==> src/rtl/tgt_stat_pkg.sv <==
package tgt_stat_pkg;

    localparam int REG_W  = 32;
    localparam int ADDR_W = 3;

    // status bit positions seen by software
    localparam int BIT_BUSY  = 0;
    localparam int BIT_START = 8;
    localparam int BIT_MATCH = 9;
    localparam int BIT_STOP  = 10;
    localparam int BIT_RXP   = 11;
    localparam int BIT_TXNF  = 12;

    // interrupt-capable field
    localparam int IRQ_LSB = BIT_START;
    localparam int IRQ_W   = BIT_TXNF - BIT_START + 1;

    // sticky bank indices
    localparam int N_STICKY = 3;
    localparam int S_START  = BIT_START - IRQ_LSB;
    localparam int S_MATCH  = BIT_MATCH - IRQ_LSB;
    localparam int S_STOP   = BIT_STOP  - IRQ_LSB;

    typedef enum logic [ADDR_W-1:0] {
        A_CFG    = 3'd0,
        A_STAT   = 3'd1,
        A_ENSET  = 3'd2,
        A_ENCLR  = 3'd3,
        A_MASKED = 3'd4
    } reg_addr_e;

    // LSB first: start, match, stop, rx pending, tx not full
    typedef struct packed {
        logic txnf;
        logic rxp;
        logic stop;
        logic match;
        logic start;
    } irq_vec_t;

    function automatic logic [REG_W-1:0] place_field(logic [IRQ_W-1:0] f);
        logic [REG_W-1:0] r;
        r = '0;
        r[IRQ_LSB +: IRQ_W] = f;
        return r;
    endfunction

endpackage

==> src/rtl/tgt_bus_track.sv <==
module tgt_bus_track
    import tgt_stat_pkg::*;
(
    input  logic                clk,
    input  logic                rst,
    input  logic                ev_start,
    input  logic                ev_stop,
    input  logic                ev_match,
    input  logic                gate,
    input  logic                matched_q,
    output logic                busy,
    output logic [N_STICKY-1:0] set_vec
);

    logic qual;

    always_comb begin
        qual             = !gate || matched_q;
        set_vec          = '0;
        set_vec[S_START] = ev_start && qual;
        set_vec[S_MATCH] = ev_match;
        // a stop coinciding with a start is a restart: no stopped state
        set_vec[S_STOP]  = ev_stop && !ev_start && qual;
    end

    always_ff @(posedge clk) begin
        if (rst)           busy <= 1'b0;
        else if (ev_start) busy <= 1'b1;
        else if (ev_stop)  busy <= 1'b0;
    end

    AST_BUSY_ON_START: assert property (@(posedge clk) disable iff (rst)
        ev_start |=> busy);
    AST_IDLE_ON_STOP: assert property (@(posedge clk) disable iff (rst)
        (ev_stop && !ev_start) |=> !busy);

endmodule

==> src/rtl/tgt_sticky_bank.sv <==
module tgt_sticky_bank #(
    parameter int N = 3
) (
    input  logic         clk,
    input  logic         rst,
    input  logic [N-1:0] set,
    input  logic [N-1:0] clr,
    output logic [N-1:0] q
);

    for (genvar g = 0; g < N; g++) begin : g_bit
        logic r_q;

        always_ff @(posedge clk) begin
            if (rst)         r_q <= 1'b0;
            else if (set[g]) r_q <= 1'b1;
            else if (clr[g]) r_q <= 1'b0;
        end

        assign q[g] = r_q;

        AST_SET_BEATS_CLR: assert property (@(posedge clk) disable iff (rst)
            set[g] |=> q[g]);
        AST_STICKY_HOLD: assert property (@(posedge clk) disable iff (rst)
            (q[g] && !clr[g]) |=> q[g]);
    end

endmodule

==> src/rtl/tgt_int_enable.sv <==
module tgt_int_enable #(
    parameter int W = 5
) (
    input  logic         clk,
    input  logic         rst,
    input  logic         set_wr,
    input  logic         clr_wr,
    input  logic [W-1:0] wdata,
    input  logic [W-1:0] status,
    output logic [W-1:0] en,
    output logic [W-1:0] masked,
    output logic         irq
);

    always_ff @(posedge clk) begin
        if (rst)         en <= '0;
        else if (set_wr) en <= en | wdata;
        else if (clr_wr) en <= en & ~wdata;
    end

    assign masked = status & en;
    assign irq    = |masked;

    AST_EN_SET: assert property (@(posedge clk) disable iff (rst)
        set_wr |=> ((en & $past(wdata)) == $past(wdata)));
    AST_EN_CLR: assert property (@(posedge clk) disable iff (rst)
        (clr_wr && !set_wr) |=> ((en & $past(wdata)) == '0));
    AST_NO_EN_NO_IRQ: assert property (@(posedge clk) disable iff (rst)
        (en == '0) |-> !irq);

endmodule

==> src/rtl/tgt_stat_irq.sv <==
module tgt_stat_irq
    import tgt_stat_pkg::*;
(
    input  logic              clk,
    input  logic              rst,
    input  logic              ev_start,
    input  logic              ev_stop,
    input  logic              ev_match,
    input  logic              rx_nonempty,
    input  logic              tx_notfull,
    input  logic              wr_en,
    input  logic [ADDR_W-1:0] addr,
    input  logic [REG_W-1:0]  wr_data,
    output logic [REG_W-1:0]  rd_data,
    output logic              irq
);

    logic                cfg_gate;
    logic                busy;
    logic                rx_q;
    logic                tx_q;
    logic [N_STICKY-1:0] st_set;
    logic [N_STICKY-1:0] st_clr;
    logic [N_STICKY-1:0] st_q;
    irq_vec_t            stat_vec;
    logic [IRQ_W-1:0]    en;
    logic [IRQ_W-1:0]    masked;
    logic                wr_cfg, wr_stat, wr_enset, wr_enclr;
    logic                unused_wd;

    assign wr_cfg   = wr_en && (addr == A_CFG);
    assign wr_stat  = wr_en && (addr == A_STAT);
    assign wr_enset = wr_en && (addr == A_ENSET);
    assign wr_enclr = wr_en && (addr == A_ENCLR);
    assign unused_wd = ^{wr_data[REG_W-1:BIT_TXNF+1], wr_data[IRQ_LSB-1:1]};

    always_ff @(posedge clk) begin
        if (rst) begin
            cfg_gate <= 1'b0;
            rx_q     <= 1'b0;
            tx_q     <= 1'b0;
        end else begin
            if (wr_cfg) cfg_gate <= wr_data[0];
            rx_q <= rx_nonempty;
            tx_q <= tx_notfull;
        end
    end

    tgt_bus_track u_track (
        .clk       (clk),
        .rst       (rst),
        .ev_start  (ev_start),
        .ev_stop   (ev_stop),
        .ev_match  (ev_match),
        .gate      (cfg_gate),
        .matched_q (st_q[S_MATCH]),
        .busy      (busy),
        .set_vec   (st_set)
    );

    assign st_clr = wr_stat ? wr_data[IRQ_LSB +: N_STICKY] : '0;

    tgt_sticky_bank #(.N(N_STICKY)) u_sticky (
        .clk (clk),
        .rst (rst),
        .set (st_set),
        .clr (st_clr),
        .q   (st_q)
    );

    always_comb begin
        stat_vec.start = st_q[S_START];
        stat_vec.match = st_q[S_MATCH];
        stat_vec.stop  = st_q[S_STOP];
        stat_vec.rxp   = rx_q;
        stat_vec.txnf  = tx_q;
    end

    tgt_int_enable #(.W(IRQ_W)) u_inten (
        .clk    (clk),
        .rst    (rst),
        .set_wr (wr_enset),
        .clr_wr (wr_enclr),
        .wdata  (wr_data[IRQ_LSB +: IRQ_W]),
        .status (stat_vec),
        .en     (en),
        .masked (masked),
        .irq    (irq)
    );

    always_comb begin
        rd_data = '0;
        case (addr)
            A_CFG:    rd_data[0] = cfg_gate;
            A_STAT: begin
                rd_data           = place_field(stat_vec);
                rd_data[BIT_BUSY] = busy;
            end
            A_ENSET,
            A_ENCLR:  rd_data = place_field(en);
            A_MASKED: rd_data = place_field(masked);
            default:  rd_data = '0;
        endcase
    end

    AST_GATED_START: assert property (@(posedge clk) disable iff (rst)
        (cfg_gate && !st_q[S_MATCH] && !st_q[S_START]) |=> !st_q[S_START]);
    AST_GATED_STOP: assert property (@(posedge clk) disable iff (rst)
        (cfg_gate && !st_q[S_MATCH] && !st_q[S_STOP]) |=> !st_q[S_STOP]);
    AST_RX_FOLLOW: assert property (@(posedge clk) disable iff (rst)
        !rx_nonempty |=> !rx_q);
    AST_TX_FOLLOW: assert property (@(posedge clk) disable iff (rst)
        tx_notfull |=> tx_q);

endmodule

==> config.mk <==
export PLATFORM = sky130hd
export DESIGN_NAME = tgt_stat_irq
export DESIGN_NICKNAME = d
export VERILOG_FILES = /design/src/rtl/tgt_stat_pkg.sv /design/src/rtl/tgt_bus_track.sv /design/src/rtl/tgt_sticky_bank.sv /design/src/rtl/tgt_int_enable.sv /design/src/rtl/tgt_stat_irq.sv
export SDC_FILE = /design/constraint.sdc
export NUM_CORES = 1
export LEC_CHECK = 0
export BUFFER_PORTS_ARGS = -buffer_cell sky130_fd_sc_hd__buf_2
export CAP_MARGIN = 20
export CORE_ASPECT_RATIO = 1.2
export CORE_UTILIZATION = 40
export DETAILED_ROUTE_END_ITERATION = 10
export GPL_TIMING_DRIVEN = 0
export HOLD_SLACK_MARGIN = 0.06
export PLACE_DENSITY = 0.8
export SYNTH_ARGS = -nofsm -noshare
export SYNTH_HDL_FRONTEND = slang
export SYNTH_HIERARCHICAL = 1
export SYNTH_SLANG_ARGS = --single-unit
export TNS_END_PERCENT = 100
==> constraint.sdc <==
create_clock -name clk -period 3.5 [get_ports clk]
set_input_delay 0.7 -clock clk [delete_from_list [all_inputs] [get_ports clk]]
set_output_delay 0.7 -clock clk [all_outputs]
set_load 0.005 [all_outputs]
== After elaboration in Yosys (flattened, before gate mapping) ==
Cells that the tools add are included.
W data, S select, Z words.

* Word-level logic and storage cells: 47
* Latch bits: 0
* Memories: 0
* Input port bits: 43
* Flip-flop bits (word level): 12
* Bits in read-only memories: 0
* Memory bits (writable): 0
* Output and inout bits: 33

* Multipliers: 0
* Reduce and logical (&&, ||, !) cells: 18
* Bitwise operators: 4
* Mux-type cells: 13
* Add/sub/neg operators: 0
* Shift operators: 0
* $lt $le $gt $ge: 0
* Equal/unequal tests: 4
* Divide/modulo/power cells: 0

{| class="wikitable"
|+ Operators by type and width
! operator !! number
|-
| $pmux W12 S3 || 1
|-
| $and A5 B5 Y5 || 2
|-
| $mux W5 || 2
|-
| $reduce_bool A2 Y1 || 5
|-
| $mux W1 || 8
|-
| $logic_and A1 B1 Y1 || 7
|-
| $eq A3 B2 Y1 const B || 2
|-
| $not A5 Y5 || 1
|-
| $or A5 B5 Y5 || 1
|-
| $reduce_or A5 Y1 || 1
|-
| $eq A3 B1 Y1 const B || 1
|-
| $eq A3 B3 Y1 const B || 1
|-
| $logic_not A3 Y1 || 1
|-
| $mux W3 || 1
|-
| $logic_not A1 Y1 || 2
|-
| $pmux W1 S2 || 1
|-
| $reduce_or A2 Y1 || 1
|-
| $logic_or A1 B1 Y1 || 1
|}

== Logic depth before layout (Yosys ltp) ==
Gate-level depths: netlist of run 1.

* Depth after elaboration: 5
* Depth in mapped cells: 5
* Depth with buffers taken out: 4

== By module ==
Netlist of run 1, hierarchy kept.

{| class="wikitable"
|+ By module, submodules not included
! module !! sequential area each (µm²) !! cells each !! instances !! area each (µm²)
|-
| tgt_stat_irq || 60.1 || 69 || 1 || 588.1
|-
| tgt_int_enable || 100.1 || 27 || 1 || 247.7
|-
| tgt_sticky_bank || 60.1 || 15 || 1 || 127.6
|-
| tgt_bus_track || 20.0 || 8 || 1 || 76.3
|}

== Least setup slack after synthesis of run 1 ==
Ideal clock, no wire load.

* Kind: in2out
* Start: input addr[1]
* End: output rd_data[10]
* Buffers on the path: 1
* Stages: 3
* Path slack: 1,690 ps
* Data required time: 2,800 ps
* Data arrival time: 1,110 ps
* Path through: clkbuf_1 nand4bb_1 nand3_1

* Cells in the longest elaborated chain, start to end: 3
* Elaborated cells between the ends (all ways): 6
* Classes of those cells: 4 x eq/ne; 1 x mux; 1 x reduce/logical

{| class="wikitable"
|+ Ends and longest elaborated chain
! what !! line !! text
|-
| start: declaration || tgt_stat_irq.sv:12 || <nowiki>input logic [ADDR_W-1:0] addr,</nowiki>
|-
| $eq A3 B2 Y1 || tgt_stat_irq.sv:93 || <nowiki>case (addr)</nowiki>
|-
| $reduce_or A2 Y1 || tgt_stat_irq.sv:93 ||
|-
| $pmux W12 S3 * || tgt_stat_irq.sv:93 ||
|-
| end: declaration || tgt_stat_irq.sv:14 || <nowiki>output logic [REG_W-1:0] rd_data,</nowiki>
|}

Mark *: on every way between the ends. The rest lies on a longest branch, timed or not.

== Worst setup path after layout of run 1 ==
* Start: register u_sticky.g_bit[1].r_q
* End: output irq

* Cells in the longest elaborated chain, start to end: 2

{| class="wikitable"
|+ Ends and longest elaborated chain
! what !! line !! text
|-
| start: declaration || tgt_sticky_bank.sv:12 || <nowiki>logic r_q;</nowiki>
|-
| start signal: assignment || tgt_sticky_bank.sv:15 || <nowiki>if (rst) r_q <= 1'b0;</nowiki>
|-
| start signal: assignment || tgt_sticky_bank.sv:16 || <nowiki>else if (set[g]) r_q <= 1'b1;</nowiki>
|-
| start signal: assignment || tgt_sticky_bank.sv:17 || <nowiki>else if (clr[g]) r_q <= 1'b0;</nowiki>
|-
| $and A5 B5 Y5 || tgt_int_enable.sv:21 || <nowiki>assign masked = status & en;</nowiki>
|-
| named net masked[1] || tgt_stat_irq.sv:27 || <nowiki>logic [IRQ_W-1:0] masked;</nowiki>
|-
| $reduce_or A5 Y1 || tgt_int_enable.sv:22 || <nowiki>assign irq = |masked;</nowiki>
|-
| end: declaration || tgt_stat_irq.sv:15 || <nowiki>output logic irq</nowiki>
|}

The timed path passes the listed nets, and every way through them passes these cells.

==> key figures, run 1 <==
Yosys
  – Cells after synthesis: 119
  – Cell type with the highest aggregate area in the netlist: dfxtp_1
  – Largest family of logic cells by synthesized area: simple AND/OR/NAND/NOR gates
  – Top cell type's share of synthesized area: 0.231
  – Syn Std Cell Area: 1040 um2
  – Flops & latches, synth: 12
  – Synth area leaders: dfxtp_1, buf_4, nand4bb_1
  – Synth Area in Simple Gates: 0.381
  – Area share of fa/ha/maj cells after synthesis: 0
  – Compound-Gate Fraction of Synth Area: 0.103
  – Netlist cell types: 30
  – Multiplexer share of the synthesized area: 0.0193
  – Synth Warn #: 6
  – XOR/XNOR Fraction of Synth Area: 0
  – Seq/Total Area, Yosys: 0.231
  – Mean Syn Cell Area: 8.74 um2

STA
  – RSZ-0062 raised after global routing: no
  – Fmax achieved: 448 MHz
  – Setup_tns: 0 ns
  – Skew final: 0.000223 ns
  – Final Slew Violations: 0
  – Final count of negative-setup-slack endpoints: 0
  – Worst Hold Slack: 0.482 ns
  – Minimum clock period: 2.23 ns
  – Final setup margin: 1.27 ns
  – Final hold vios: 0
  – Fin crit share: 0.638

Clock tree
  – Clock sink total: 12
  – CTS Buf Count: 3
  – Clock Latency Late Sink: 0.27 ns
  – CTS tree: done
  – Reg clk slew, reported paths: 0.07 ns
  – Deepest clock path buffer count: 2
  – Hold Buf Count CTS: 0
  – Post-CTS sizing: 0
  – H-tree lvl count: 1
  – Post-CTS Setup Bufs: 0
  – Clk Tree Root Cell: clkbuf_4

Setup path
  – CP Launch Type: flip-flop
  – Peak fanout along the critical path: 3
  – Critical-path cell list: buf_4 > and2_1 > or4_4 > buf_2
  – Worst reg-to-reg path cell count: 5
  – R2r setup slk: 2.60 ns
  – Biggest cell delay along the critical path: 0.50 ns
  – Reg2reg start: u_sticky/g_bit[1].r_q
  – CP required: 2.80 ns
  – Slowest CP cell: or4_4
  – Worst path arrival time: 1.53 ns
  – CP Class: flip-flop to output port
  – R2R Path End: u_sticky/g_bit[2].r_q
  – CP endpoint kind: output port

Layout
  – Antenna diode count: 0
  – Layout cells sized above 1: 0.399
  – Post-route cell area: 1300 um2
  – Fill count: 231
  – Most common cell after layout, fill and taps aside: buf_4
  – Area grow syn2layout: 25.0%
  – Post-layout util: 0.547
  – Final Non-Filler Cells: 199
  – Most frequent cells in the layout: buf_4, conb_1, buf_2
  – Layout Nets: 213

Route
  – Post-route DRC: 0
  – Initial DRC count: 10
  – Via-to-Cell Ratio: 4.51
  – Overall routed net length: 2.01 mm
  – Post-route ant nets: 0
  – DR pass1 iterations: 5
  – Via count: 897
  – Routed length per instance: 10.1 um

Hold path
  – Hold Crit Start: u_sticky/g_bit[0].r_q
  – Hold crit path type: flip-flop to flip-flop
  – Worst hold stages: 2
  – Hold EP: u_sticky/g_bit[0].r_q

Power
  – Internal power: 0.229 mW
  – Net Sw Power: 0.0807 mW
  – Design Power: 0.310 mW
  – Switching Share: 0.260
  – Maximum vdd drop: 0.243 mV
  – P per Cell Area: 239 nW/um2
  – Combinational power share: 0.267
  – Total leakage power: 0.681 nW
  – Clk pwr share: 0.261
  – Sequential power share: 0.471

Global route
  – First-pass GRT wire length: 3.15 mm
  – GRT Overall Usage: 0.146
  – Grt total ovfl: 0
  – Vias in the first global route: 775
  – Largest net degree at the start of global routing: 14
  – Initial antenna violation count: 0

Die
  – Die area: 2810 um2
  – Row count: 19
  – Top Ports: 76
  – Initial Util: 0.437
  – Core area: 2380 um2
  – Die Wd: 48.5 um
  – Die height: 57.9 um

Place
  – Buffers added on ports: 21
  – Post-DP Area: 1280 um2
  – Placed insts: 196
  – Global placement routability congestion: 0.825
  – Pre-CTS setup slack: 1.40 ns
  – Post-detail-place hpwl: 1.62 mm

Status
  – Status: finished, final reports clean

Run
  – Max Cap Violations: 0
==> synthesized netlist by cell type <==
| cell | n |
|---|---|
| buf_4 | 30 |
| dfxtp_1 | 12 |
| nand4bb_1 | 10 |
| a21oi_1 | 8 |
| nand2b_1 | 6 |
| nand2_1 | 5 |
| nand3_1 | 5 |
| nand3b_1 | 5 |
| and2_1 | 4 |
| and3_1 | 4 |
| inv_1 | 4 |
| a21bo_2 | 3 |
| nor2b_1 | 3 |
| a21bo_1 | 2 |
| buf_6 | 2 |
| mux2i_1 | 2 |
| a21oi_2 | 1 |
| a22o_1 | 1 |
| and2_4 | 1 |
| and3b_1 | 1 |
| buf_2 | 1 |
| clkbuf_1 | 1 |
| conb_1 | 1 |
| nor2_1 | 1 |
| nor2b_2 | 1 |
| nor2b_4 | 1 |
| nor3_1 | 1 |
| nor3b_2 | 1 |
| nor4b_4 | 1 |
| or4_4 | 1 |
==> cell families (layout without fill, tap and decap cells) <==
| family | Yosys count | after routing |
|---|---|---|
| muxes | 2 | 2 |
| AOI/OAI and AO/OA | 15 | 15 |
| buffers and inverters | 38 | 62 |
| DFF | 12 | 12 |
| and+or+nand+nor | 51 | 51 |
| other | 1 | 26 |
==> critical path: cells and delay by family, from the launching register on <==
kind / cells / cell delay [ns]
buf+inv: 2 / 0.29
flops: 1 / 0.32
simple gates: 2 / 0.67
==> cell type report <==
type / count / area, um2 / share of cell area
repair buffers: 21 / 105 / 0.0808
well taps: 31 / 38.8 / 0.0298
multi-input cells: 94 / 622 / 0.478
flip-flops and latches: 12 / 240 / 0.185
inverters: 4 / 15.0 / 0.0115
plain buffers: 34 / 256 / 0.197
clock buffers: 3 / 22.5 / 0.0173
==> metal layers <==
layer	vias to the layer above	track usage	wire length [um]
met3	4	0.0157	128
li1	455	-	-
met4	0	0.0882	39
met5	-	0	0
met1	398	0.161	849
met2	40	0.270	995
==> power by group through the flow <==
stage                     clock network (mW)  registers (mW)  logic, mW
after floorplan                            0           0.148     0.0615
after global placement                     0           0.149     0.0798
after detailed placement                   0           0.149     0.0818
after CTS                             0.0856           0.146     0.0820
after global routing                  0.0904           0.147     0.0914
final                                 0.0810           0.146     0.0829
==> worst max path at each step <==
stage                                      from           to  slack, ns  cells past startpoint
after floorplan                         addr[1]  rd_data[10]       1.69                      3
after global placement                  addr[2]  rd_data[11]       1.42                      5
after detailed placement                addr[2]  rd_data[11]       1.40                      5
after CTS                 u_sticky/g_bit[1].r_q          irq       1.25                      4
after global routing      u_sticky/g_bit[1].r_q          irq       1.21                      4
final                     u_sticky/g_bit[1].r_q          irq       1.27                      4
(Power assumes the default switching activity.)
==> run 2, diff against run 1 <==
--- a/config.mk
+++ b/config.mk
@@ -5,14 +5,15 @@
 export SDC_FILE = /design/constraint.sdc
 export NUM_CORES = 1
 export LEC_CHECK = 0
+export ABC_AREA = 1
 export BUFFER_PORTS_ARGS = -buffer_cell sky130_fd_sc_hd__buf_2
 export CAP_MARGIN = 20
 export CORE_ASPECT_RATIO = 1.2
-export CORE_UTILIZATION = 40
+export CORE_UTILIZATION = 35
 export DETAILED_ROUTE_END_ITERATION = 10
 export GPL_TIMING_DRIVEN = 0
 export HOLD_SLACK_MARGIN = 0.06
-export PLACE_DENSITY = 0.8
+export PLACE_DENSITY = 0.77
 export SYNTH_ARGS = -nofsm -noshare
 export SYNTH_HDL_FRONTEND = slang
 export SYNTH_HIERARCHICAL = 1
==> constraint.sdc (replaced) <==
create_clock -name clk -period 1.85 [get_ports clk]
set_input_delay 0.37 -clock clk [delete_from_list [all_inputs] [get_ports clk]]
set_output_delay 0.37 -clock clk [all_outputs]
set_load 0.005 [all_outputs]
==> run 2 against run 1 <==
Utilization down 6.6 points. Synthesized area decreased by 9.0%. Highest routed layer is now met3. Synthesized cell count is 28% higher. Cell count up 19%. First-iteration DRC count grew 70%. Register-to-register slack worse by 1.6 ns. Clock-buffer cell count grew 1. Critical endpoint is now rd_data[9]. Critical path depth rose by 2.
==> key figures, run 2 <==
Die
  – Core area: 2550 um2 (+7.4%)
  – Row count: 20 (+1)
  – Die height: 58.9 um (+1.9%)
  – Initial Util: 0.371 (-0.0668)
  – Die area: 2920 um2 (+3.8%)
  – Die Wd: 49.5 um (+1.9%)
  – Top Ports: 76 (unchanged)

Power
  – Combinational power share: 0.225 (-0.042)
  – Internal power: 0.462 mW (+100%)
  – Sequential power share: 0.440 (-0.031)
  – Switching Share: 0.265 (+0.00515)
  – Total leakage power: 0.759 nW (+11%)
  – P per Cell Area: 513 nW/um2 (+110%)
  – Maximum vdd drop: 0.242 mV (-0.41%)
  – Clk pwr share: 0.336 (+0.075)
  – Net Sw Power: 0.167 mW (+110%)

Clock tree
  – H-tree lvl count: 1 (unchanged)
  – Deepest clock path buffer count: 2 (unchanged)
  – CTS Buf Count: 3 (unchanged)
  – Clk Tree Root Cell: clkbuf_4
  – Clock Latency Late Sink: 0.27 ns (about the same)
  – Hold Buf Count CTS: 0 (unchanged)
  – Reg clk slew, reported paths: 0.08 ns (about the same)
  – CTS tree: done
  – Post-CTS Setup Bufs: 0 (unchanged)
  – Post-CTS sizing: 0 (unchanged)
  – Clock sink total: 12 (unchanged)

Route
  – Met1 WL: 769 um (-9.4%)
  – Post-route DRC: 0 (unchanged)
  – WL met2: 781 um (-22%)
  – Overall routed net length: 1.70 mm (-16%)
  – Uppermost layer routed: met3
  – Via count: 884 (-1.4%)
  – DR pass1 iterations: 4 (-1)
  – Routed length per instance: 7.18 um (-29%)
  – Initial DRC count: 17 (+7)
  – Via-to-Cell Ratio: 3.75 (-17%)
  – Met3 wire len: 144 um (+13%)
  – Post-route ant nets: 0 (unchanged)

Yosys
  – Synth cell count leaders: nand2_1, buf_4, inv_1
  – Top cell type's share of synthesized area: 0.254 (+0.0229)
  – Netlist cell types: 16 (-47%)
  – Flops & latches, synth: 12 (unchanged)
  – Seq/Total Area, Yosys: 0.254 (+0.0229)
  – Most frequent cell after synthesis: nand2_1
  – Post-synth EDFFs: 0 (unchanged)
  – Top FF cell, synth: dfxtp_1
  – Cell type with the highest aggregate area in the netlist: dfxtp_1
  – Synth area leaders: dfxtp_1, buf_4, nand2_1
  – Async S/R FF share, synth: 0 (unchanged)
  – Mean Syn Cell Area: 6.22 um2 (-29%)
  – Cells after synthesis: 152 (+28%)
  – Synth Warn #: 6 (unchanged)
  – Syn Std Cell Area: 946 um2 (-9.0%)

Layout
  – Antenna diode count: 0 (unchanged)
  – Layout cells sized above 1: 0.330 (-0.0688)
  – Most common cell after layout, fill and taps aside: nand2_1
  – Layout Nets: 247 (+16%)
  – Most frequent cells in the layout: nand2_1, buf_4, inv_1, conb_1, buf_2
  – Area grow syn2layout: 29.8%
  – Post-layout util: 0.481 (-0.0660)

Global route
  – Grt total ovfl: 0 (unchanged)
  – Initial antenna violation count: 0 (unchanged)
  – Largest net degree at the start of global routing: 13 (-1)
  – First-pass GRT wire length: 2.66 mm (-16%)
  – GRT Overall Usage: 0.121 (-0.0252)
  – Vias in the first global route: 645 (-17%)

Setup path
  – Peak fanout along the critical path: 5 (+2)
  – CP bufs+invs: 3 (+1)
  – Worst path arrival time: 1.19 ns (-0.34 ns)
  – Top cell by count, worst path: buf_2
  – Slowest CP cell: nor3_2
  – CP Class: primary input to output port
  – CP delay by family, top: simple AND/OR/NAND/NOR gates
  – CP endpoint kind: output port
  – Biggest cell delay along the critical path: 0.29 ns (-0.21 ns)
  – CP Launch Type: primary input
  – Critical-path cell list: buf_2 > inv_1 > nor3_2 > nand2_1 > nand3_1 > buf_2
  – CP required: 1.48 ns (-1.32 ns)

STA
  – Final hold vios: 0 (unchanged)
  – Final Slew Violations: 0 (unchanged)
  – Final count of negative-setup-slack endpoints: 0 (unchanged)
  – Relative slew slack: 0.562
  – Fmax achieved: 642 MHz
  – Worst Tran Pin Value: 0.652 ns
  – Minimum clock period: 1.56 ns
  – Setup_tns: 0 ns (unchanged)
  – RSZ-0062 raised after global routing: no
  – Skew final: 0.00175 ns (+0.00153 ns)
  – Final setup margin: 0.292 ns (-0.974 ns)
  – Fin crit share: 0.842

Place
  – Post-detail-place hpwl: 1.34 mm (-17%)
  – Pre-CTS setup slack: 0.262 ns (-1.13 ns)
  – Buffers added on ports: 22 (+4.8%)
  – Global placement routability congestion: 0.805 (-2.5%)

Hold path
  – Hold crit path type: primary input to flip-flop

Status
  – Status: finished, final reports clean

Run
  – Max Cap Violations: 0 (unchanged)
==> run 2: cell types whose count changed in the layout (fill, tap and decap cells not counted), moves of 5 or more <==
cell / change
inv_1: +22
nand2_1: +41
nand2b_1: -6
nand3b_1: -5
nand4bb_1: -10
nor2_1: +5
==> run 2: worst reg2reg max path, stage by stage (launching register included) <==
cell and delay (ns):
dfxtp_1 0.33, buf_4 0.12, inv_1 0.04, a21oi_1 0.11, inv_1 0.06, a21oi_1 0.14
==> run 2: cell type report <==
type	count	area (um2)
clock buffer	4	36.3
timing repair buffer	22	110
inverter	28	105
sequential	12	240
buffer	30	225
tap	33	41.3
multi-input combinational	107	469
fill	292	1330
==> run 2: cells by family after synthesis <==
logic type,count (synthesis),share of synthesized area
compound gates,10,0.0529
other cells,1,0.00396
flops,12,0.254
buf+inv,58,0.349
simple gates,71,0.340
==> run 2: through the flow <==
| stage | hold slack (ns) | std cells | total power [mW] | cell area [um2] |
|---|---|---|---|---|
| after floorplan | 0.433 | 177 | 0.383 | 1040 |
| after global placement | 0.449 | 232 | 0.422 | 1190 |
| after detailed placement | 0.452 | 232 | 0.423 | 1190 |
| after CTS | 0.285 | 236 | 0.639 | 1230 |
| after global routing | 0.298 | 236 | 0.669 | 1230 |
| final | 0.295 | 236 | 0.629 | 1230 |
==> run 2: per-layer routing <==
layer,vias to the layer above,GRT usage
met5,-,0
met3,0,0.0258
met4,0,0.0612
li1,497,-
met2,35,0.196
met1,352,0.151
==> run 2: worst paths after layout <==
path	slack, ns	depth (start not counted)	from	end
setup / recovery	0.29	6	addr[2]	rd_data[9]
hold / removal	0.29	3	rx_nonempty	rx_q
setup reg to reg	0.98	5	u_sticky/g_bit[1].r_q	u_sticky/g_bit[0].r_q
hold reg to reg	0.46	2	u_sticky/g_bit[2].r_q	u_sticky/g_bit[2].r_q
==> run 2: power by group through the flow <==
stage	Combinational [mW]	Sequential (mW)	Clock (mW)
final	0.141	0.277	0.211
after global routing	0.158	0.278	0.232
after CTS	0.141	0.277	0.221
after detailed placement	0.140	0.283	0
after global placement	0.139	0.283	0
after floorplan	0.102	0.281	0
